--- config.mk ---
export PLATFORM = sky130hd
export DESIGN_NAME = tag_rand_gen
export DESIGN_NICKNAME = d
export VERILOG_FILES = /design/src/rtl/tagsel_pkg.sv /design/src/rtl/tagsel_seed_adv.sv /design/src/rtl/tagsel_walker.sv /design/src/rtl/tag_rand_gen.sv
export SDC_FILE = /design/constraint.sdc
export NUM_CORES = 1
export LEC_CHECK = 0
export ABC_AREA = 1
export BUFFER_PORTS_ARGS = -buffer_cell sky130_fd_sc_hd__clkbuf_2
export CORE_AREA = 2 2 111 113
export CTS_CLUSTER_SIZE = 25
export DETAILED_ROUTE_END_ITERATION = 12
export DIE_AREA = 0 0 113 115
export PLACE_DENSITY = 0.83
export SYNTH_ARGS = -nofsm -noshare
export SYNTH_HDL_FRONTEND = slang
export SYNTH_SLANG_ARGS = --single-unit
export TNS_END_PERCENT = 20
--- constraint.sdc ---
create_clock -name clk -period 3.9 [get_ports clk]
set_input_delay 0.39 -clock clk [delete_from_list [all_inputs] [get_ports clk]]
set_output_delay 0.39 -clock clk [all_outputs]
set_load 0.005 [all_outputs]
--- src/rtl/tagsel_pkg.sv ---
package tagsel_pkg;
   localparam int TAG_W   = 4;
   localparam int NTAGS   = 1 << TAG_W;
   localparam logic [15:0] TAP_MASK16 = 16'h002D;   // seed bits 5,3,2,0
   localparam logic OP_RAND = 1'b0;
   localparam logic OP_ADD  = 1'b1;
endpackage

--- src/rtl/tagsel_seed_adv.sv ---
module tagsel_seed_adv
   import tagsel_pkg::*;
#(
   parameter int SEED_W = 16,
   parameter int STEPS  = 4,
   parameter logic [SEED_W-1:0] TAPS = SEED_W'(TAP_MASK16)
) (
   input  logic [SEED_W-1:0] seed_i,
   output logic [SEED_W-1:0] seed_o,
   output logic [TAG_W-1:0]  ofs_o
);
   logic [SEED_W-1:0] chain [0:STEPS];
   assign chain[0] = seed_i;

   for (genvar g = 0; g < STEPS; g++) begin : g_step
      logic fb;
      assign fb         = ^(chain[g] & TAPS);
      assign chain[g+1] = {fb, chain[g][SEED_W-1:1]};
      assign ofs_o[g]   = fb;
   end

   if (STEPS < TAG_W) begin : g_pad
      assign ofs_o[TAG_W-1:STEPS] = '0;
   end

   assign seed_o = chain[STEPS];
endmodule

--- src/rtl/tagsel_walker.sv ---
module tagsel_walker
   import tagsel_pkg::*;
(
   input  logic             clk,
   input  logic             rst_n,
   input  logic             load,
   input  logic [TAG_W-1:0] start_tag,
   input  logic [TAG_W-1:0] ofs,
   input  logic [NTAGS-1:0] load_mask,
   input  logic [NTAGS-1:0] walk_mask,
   output logic             idle,
   output logic             fin,
   output logic [TAG_W-1:0] tag
);
   typedef enum logic [1:0] {W_IDLE, W_WALK, W_FIN} wst_e;
   wst_e             st;
   logic [TAG_W-1:0] cur, rem, cur_inc;

   assign cur_inc = cur + 1'b1;

   always_ff @(posedge clk or negedge rst_n) begin
      if (!rst_n) begin
         st  <= W_IDLE;
         cur <= '0;
         rem <= '0;
      end else begin
         case (st)
            W_IDLE: if (load) begin
               rem <= ofs;
               if (&load_mask) begin
                  cur <= '0;
                  st  <= W_FIN;
               end else begin
                  cur <= start_tag;
                  st  <= W_WALK;
               end
            end
            W_WALK: begin
               if (rem == '0) begin
                  if (!walk_mask[cur]) st  <= W_FIN;
                  else                 cur <= cur_inc;
               end else begin
                  cur <= cur_inc;
                  if (!walk_mask[cur_inc]) rem <= rem - 1'b1;
               end
            end
            default: st <= W_IDLE;
         endcase
      end
   end

   assign idle = (st == W_IDLE);
   assign fin  = (st == W_FIN);
   assign tag  = cur;
endmodule

--- src/rtl/tag_rand_gen.sv ---
module tag_rand_gen
   import tagsel_pkg::*;
#(
   parameter int PTR_W   = 64,
   parameter int TAG_LSB = 56,
   parameter int SEED_W  = 16,
   parameter int STEPS   = 4,
   localparam int SEED_LSB = 8,
   localparam int ST_W     = SEED_LSB + SEED_W
) (
   input  logic             clk,
   input  logic             rst_n,
   input  logic             req_valid,
   output logic             req_ready,
   input  logic             req_op,
   input  logic [PTR_W-1:0] req_ptr,
   input  logic [NTAGS-1:0] req_excl,
   input  logic [TAG_W-1:0] req_ofs,
   input  logic [NTAGS-1:0] ctrl_excl,
   input  logic [ST_W-1:0]  st_in,
   output logic             done,
   output logic [TAG_W-1:0] res_tag,
   output logic [PTR_W-1:0] res_ptr,
   output logic [ST_W-1:0]  st_out,
   output logic             st_we
);
   if (TAG_LSB + TAG_W > PTR_W) begin : g_bad_tag_pos
      $error("tag field does not fit in the pointer");
   end
   if (STEPS > TAG_W || STEPS < 1) begin : g_bad_steps
      $error("seed steps must be between 1 and the tag width");
   end
   if (SEED_W < 6) begin : g_bad_seed
      $error("seed too narrow for the feedback taps");
   end

   logic              accept, w_idle, w_fin;
   logic [SEED_W-1:0] seed_cur, seed_nxt;
   logic [TAG_W-1:0]  rnd_ofs, sel_start, sel_ofs, w_tag;
   logic [NTAGS-1:0]  sel_mask;
   logic [PTR_W-1:0]  ptr_q;
   logic              op_q;
   logic [SEED_W-1:0] seed_q;
   logic [NTAGS-1:0]  mask_q;
   logic              unused_st;

   assign seed_cur  = st_in[ST_W-1:SEED_LSB];
   assign unused_st = ^st_in[SEED_LSB-1:TAG_W];

   tagsel_seed_adv #(.SEED_W(SEED_W), .STEPS(STEPS)) u_seed (
      .seed_i(seed_cur), .seed_o(seed_nxt), .ofs_o(rnd_ofs)
   );

   always_comb begin
      if (req_op == OP_ADD) begin
         sel_start = req_ptr[TAG_LSB +: TAG_W];
         sel_ofs   = req_ofs;
         sel_mask  = ctrl_excl;
      end else begin
         sel_start = st_in[TAG_W-1:0];
         sel_ofs   = rnd_ofs;
         sel_mask  = ctrl_excl | req_excl;
      end
   end

   assign req_ready = w_idle;
   assign accept    = req_valid & req_ready;

   always_ff @(posedge clk or negedge rst_n) begin
      if (!rst_n) begin
         ptr_q  <= '0;
         op_q   <= OP_RAND;
         seed_q <= '0;
         mask_q <= '0;
      end else if (accept) begin
         ptr_q  <= req_ptr;
         op_q   <= req_op;
         seed_q <= seed_nxt;
         mask_q <= sel_mask;
      end
   end

   tagsel_walker u_walk (
      .clk(clk), .rst_n(rst_n), .load(accept),
      .start_tag(sel_start), .ofs(sel_ofs),
      .load_mask(sel_mask), .walk_mask(mask_q),
      .idle(w_idle), .fin(w_fin), .tag(w_tag)
   );

   always_comb begin
      res_ptr = ptr_q;
      res_ptr[TAG_LSB +: TAG_W] = w_tag;
   end

   assign done    = w_fin;
   assign res_tag = w_tag;
   assign st_out  = {seed_q, {(SEED_LSB-TAG_W){1'b0}}, w_tag};
   assign st_we   = w_fin & (op_q == OP_RAND);
endmodule

==> summary.md <==
| Metric | Value |
|---|---|
| GPL Wtd Cong | `between 0.8 and 0.9` |
| DP HPWL | `~9300 um` |
| Final setup fails | `0` |
| First-pass GRT wire length | `approximately 21000 um` |
| Clock power share | `approximately 43%` |
| Seq/Total Area, Yosys | `~49%` |
| PwrDens | `329.8 mW/mm^2` |
| Synth Flop Type | `dfrtp_1` |
| Design area | `around 0.0065 mm^2` |
| H-tree Lvls | `3` |
| Drt initial violations | `about 250` |
| Cts repair resizes | `0` |
| Net Sw Frac | `23.32%` |
| CTS tree | `yes` |
| DRT Pass-1 Iters | `8` |
| RSZ-0062 raised after global routing | `no` |
| Clock root buffer master | `clkbuf_16` |
| Max Slew Vio Count | `0` |
| Layout cells sized above 1 | `approximately 30%` |
| Psw | `between 400 and 500 uW` |
| Multi-input gate area | `approximately 0.0021 mm^2` |
| Synth warn | `0` |
| Largest cells by area after synthesis | `dfrtp_1 (49%), nand2_1 (24%), inv_1 (3.4%), nand3_1 (3.3%), o21ai_0 (2.5%)` |
| Fin util | `54.87%` |
| HP Class | `primary input to asynchronous set/reset pin` |
| Postcts setup bufs | `0` |
| Slowest CP cell | `clkinv_2` |
| Antenna Cells | `0` |
| Core ar. | `between 0.01 and 0.015 mm^2` |
| Largest net degree at the start of global routing | `91` |
| Minimum clock period | `around 2300 ps` |
| I/O pin count | `roughly 220` |
| Total track usage | `slightly above 20%` |
| Sequential cell area | `about 0.0026 mm^2` |
| Internal power | `1639 uW` |
| Final ANT Viol Nets | `0` |
| CTS max path bufs | `2` |
| Grt ovf | `0` |
| CP Cell Sequence | `nor2_2 > nand2_2 > clkinv_2 > buf_4 > nand2_1 > nand2_1` |
| Combinational power share | `under 10%` |
| Critical Path AT | `around 2500 ps` |
| Starting Density | `about 44%` |
| Number of remaining DRC errors | `7` |
| Max_slew headroom | `27.45%` |
| P_leak | `between 0.003 and 0.004 uW` |
| IR drop worst, VDD | `about 0.00021 V` |
| Placed Cells incl. Taps | `between 1k and 1.5k` |
| Most frequent CP cell | `nand2_1` |
| Setup CP Type | `register to register` |
| Area Growth Syn to Fin | `24.46%` |
| Violations in the final reports | `DRC` |
| Critical path capture point type | `register` |
| Avg WL per Cell | `approximately 13 um` |
| Share of async-settable or async-resettable flops after synthesis | `100.0%` |
| Post-synth top area cell | `dfrtp_1` |
| Worst-Margin Slew | `~1100 ps` |
| Reg power frac | `49.9%` |
| Via density | `~4.7` |
| Final period util | `57.94%` |
| Via count | `4785` |
| DIE HEIGHT | `115 um` |
| Vias in the first global route | `between 4k and 5k` |
| Skew final | `about 12 ps` |
| Filler instances | `roughly 1.1k` |
| Data required time of the worst path | `around 4100 ps` |
| Hold buffer count at cts | `0` |
| R2r worst-path depth | `6` |
| Register-to-register path setup slack | `roughly 1600 ps` |
| Width of the die | `113 um` |
| Syn_area_per_cell | `just under 8 um^2` |
| Top cell type's share of synthesized area | `49.50%` |
| CTS sink cnt | `approximately 100` |
| Setup TNS Final | `0 ps` |
| Setup crit start kind | `register` |
| CP max FO | `90` |
| Final cell count without fillers | `1017` |
| Worst skew pair latency | `350 ps` |
| Buffers on Ports | `about 210` |
| Synthesis-stage register bit count | `just over 100` |
| Die area | `between 0.01 and 0.015 mm^2` |
| Synthesized area | `approximately 0.0052 mm^2` |
| Fmax | `442.5 MHz` |
| Clk slew on worst S/H paths | `70 ps` |
| Synth Instances | `a little under 700` |
| Post-place instance area | `roughly 0.0062 mm^2` |
| Routed WL | `approximately 13000 um` |
| Total Nets Final | `around 1000` |
| Number of flops mapped to enable cells by yosys | `0` |
| Hold Vio Cnt, Final | `0` |
| Antenna violations before repair | `0` |
| Status | `finished with violations` |
| CP max stage delay | `approximately 800 ps` |
| # rows | `40` |
| R2R Path Start | `u_walk.st[0]$_DFFE_PN0P_` |
| Max cap viols | `0` |
| Unique masters post-synth | `32` |
| Number of buffers created by CTS | `9` |
| R2R Path End | `ptr_q[28]$_DFFE_PN0P_` |
==> synthesized netlist by cell type, drive strengths merged (2+ instances only) <==
cell type / n
inv: 51
nand3: 35
o211ai: 4
ha: 2
o21ai: 27
nand2: 355
xor2: 7
clkbuf: 9
a31oi: 4
o22ai: 2
nand4: 9
a21o: 2
nor2: 19
xnor2: 7
buf: 33
dfrtp: 103
a21oi: 3
==> final cells by class <==
cell class,count,area share (%)
multi-input combinational,482,32.61
sequential,103,39.77
timing repair buffer,218,17.03
tap,147,2.838
clock inverter,7,1.197
inverter,51,3.089
clock buffer,9,3.475
==> logic make-up (layout without fill, tap and decap cells) <==
kind of cell,count (synthesis),after routing,synth area share [%]
xor gates and xnor gates,14,14,2.355
DFF,103,103,49.50
buffers and inverters,94,285,10.14
AOI/OAI and AO/OA,43,43,4.661
adders and majority gates,2,2,0.4805
other,1,4,0.07201
and+or+nand+nor,419,419,32.80
==> routing by layer <==
metal	vias to the layer above	share of wire [%]	global-route usage, %	wire length [um]
met5	-	0	0	0
met4	0	1.4	7.073	183
met3	14	5.3	3.426	683
met2	136	51	35.17	6543
met1	2190	42	25.79	5443
li1	2445	-	-	-
==> registers in the layout, summed over array words and instances (netlist names) <==
signal and cells:
u_walk.tag 4, ptr_q 60, seed_q 16, u_walk.st 2, op_q 1, mask_q 16
u_walk.rem 4
==> layout by cell type, fill, tap and decap left out <==
master	synthesis	routed
a21o_2	2	2
a21oi_1	3	3
a31oi_1	4	4
buf_4	14	5
bufinv_16	0	1
clkbuf_16	0	9
clkbuf_2	0	213
clkinv_2	0	2
clkinv_4	0	1
clkinvlp_4	0	1
conb_1	1	4
dfrtp_1	103	103
ha_1	2	2
inv_1	47	47
inv_2	3	2
inv_6	0	3
inv_8	1	1
nand2_1	337	337
nand2_2	17	17
nand2_4	1	1
nand3_1	34	34
nand3_4	1	1
nand4_1	9	9
nor2_1	17	17
nor2_2	2	2
nor3_1	1	1
o211ai_1	4	4
o21a_1	1	1
o21ai_0	26	26
o21ai_1	1	1
o22ai_1	2	2
xnor2_1	7	7
xor2_1	7	7
==> per-stage QoR <==
step	hold slack, ps	setup slack, ps	total power (uW)
floorplan	94.41	2204	1151
global placement	453.6	1687	1236
detailed placement	459.0	1625	1239
CTS	221.2	1613	2162
global route	228.8	1376	2228
finish	231.3	1640	2137
==> critical path: cells and delay by family (launching register included) <==
family,cells,cell delay (ps)
buf+inv,2,1380
flops,1,450
simple gates,4,300
==> worst max path at each step <==
| stage | startpoint | to | depth (start not counted) |
|---|---|---|---|
| 6_report | u_walk.st[0]$_DFFE_PN0P_ | ptr_q[28]$_DFFE_PN0P_ | 6 |
| 5_1_grt | u_walk.st[0]$_DFFE_PN0P_ | ptr_q[20]$_DFFE_PN0P_ | 6 |
| 4_1_cts | u_walk.st[0]$_DFFE_PN0P_ | ptr_q[28]$_DFFE_PN0P_ | 6 |
| 3_5_place_dp | u_walk.st[0]$_DFFE_PN0P_ | ptr_q[20]$_DFFE_PN0P_ | 6 |
| 3_3_place_gp | req_valid | ptr_q[18]$_DFFE_PN0P_ | 6 |
| 2_1_floorplan | u_walk.tag[1]$_DFFE_PN0P_ | u_walk.rem[2]$_DFFE_PN0P_ | 11 |
==> power by group through the flow <==
stage / Combinational, uW / Clock (uW) / Sequential, uW
after floorplan: 62.4 / 0 / 1090
after global placement: 148 / 0 / 1090
after detailed placement: 150 / 0 / 1090
after CTS: 151 / 944 / 1070
after global routing: 169 / 992 / 1070
final: 149 / 921 / 1070
Note: power is estimated with default switching activity, not from simulation.
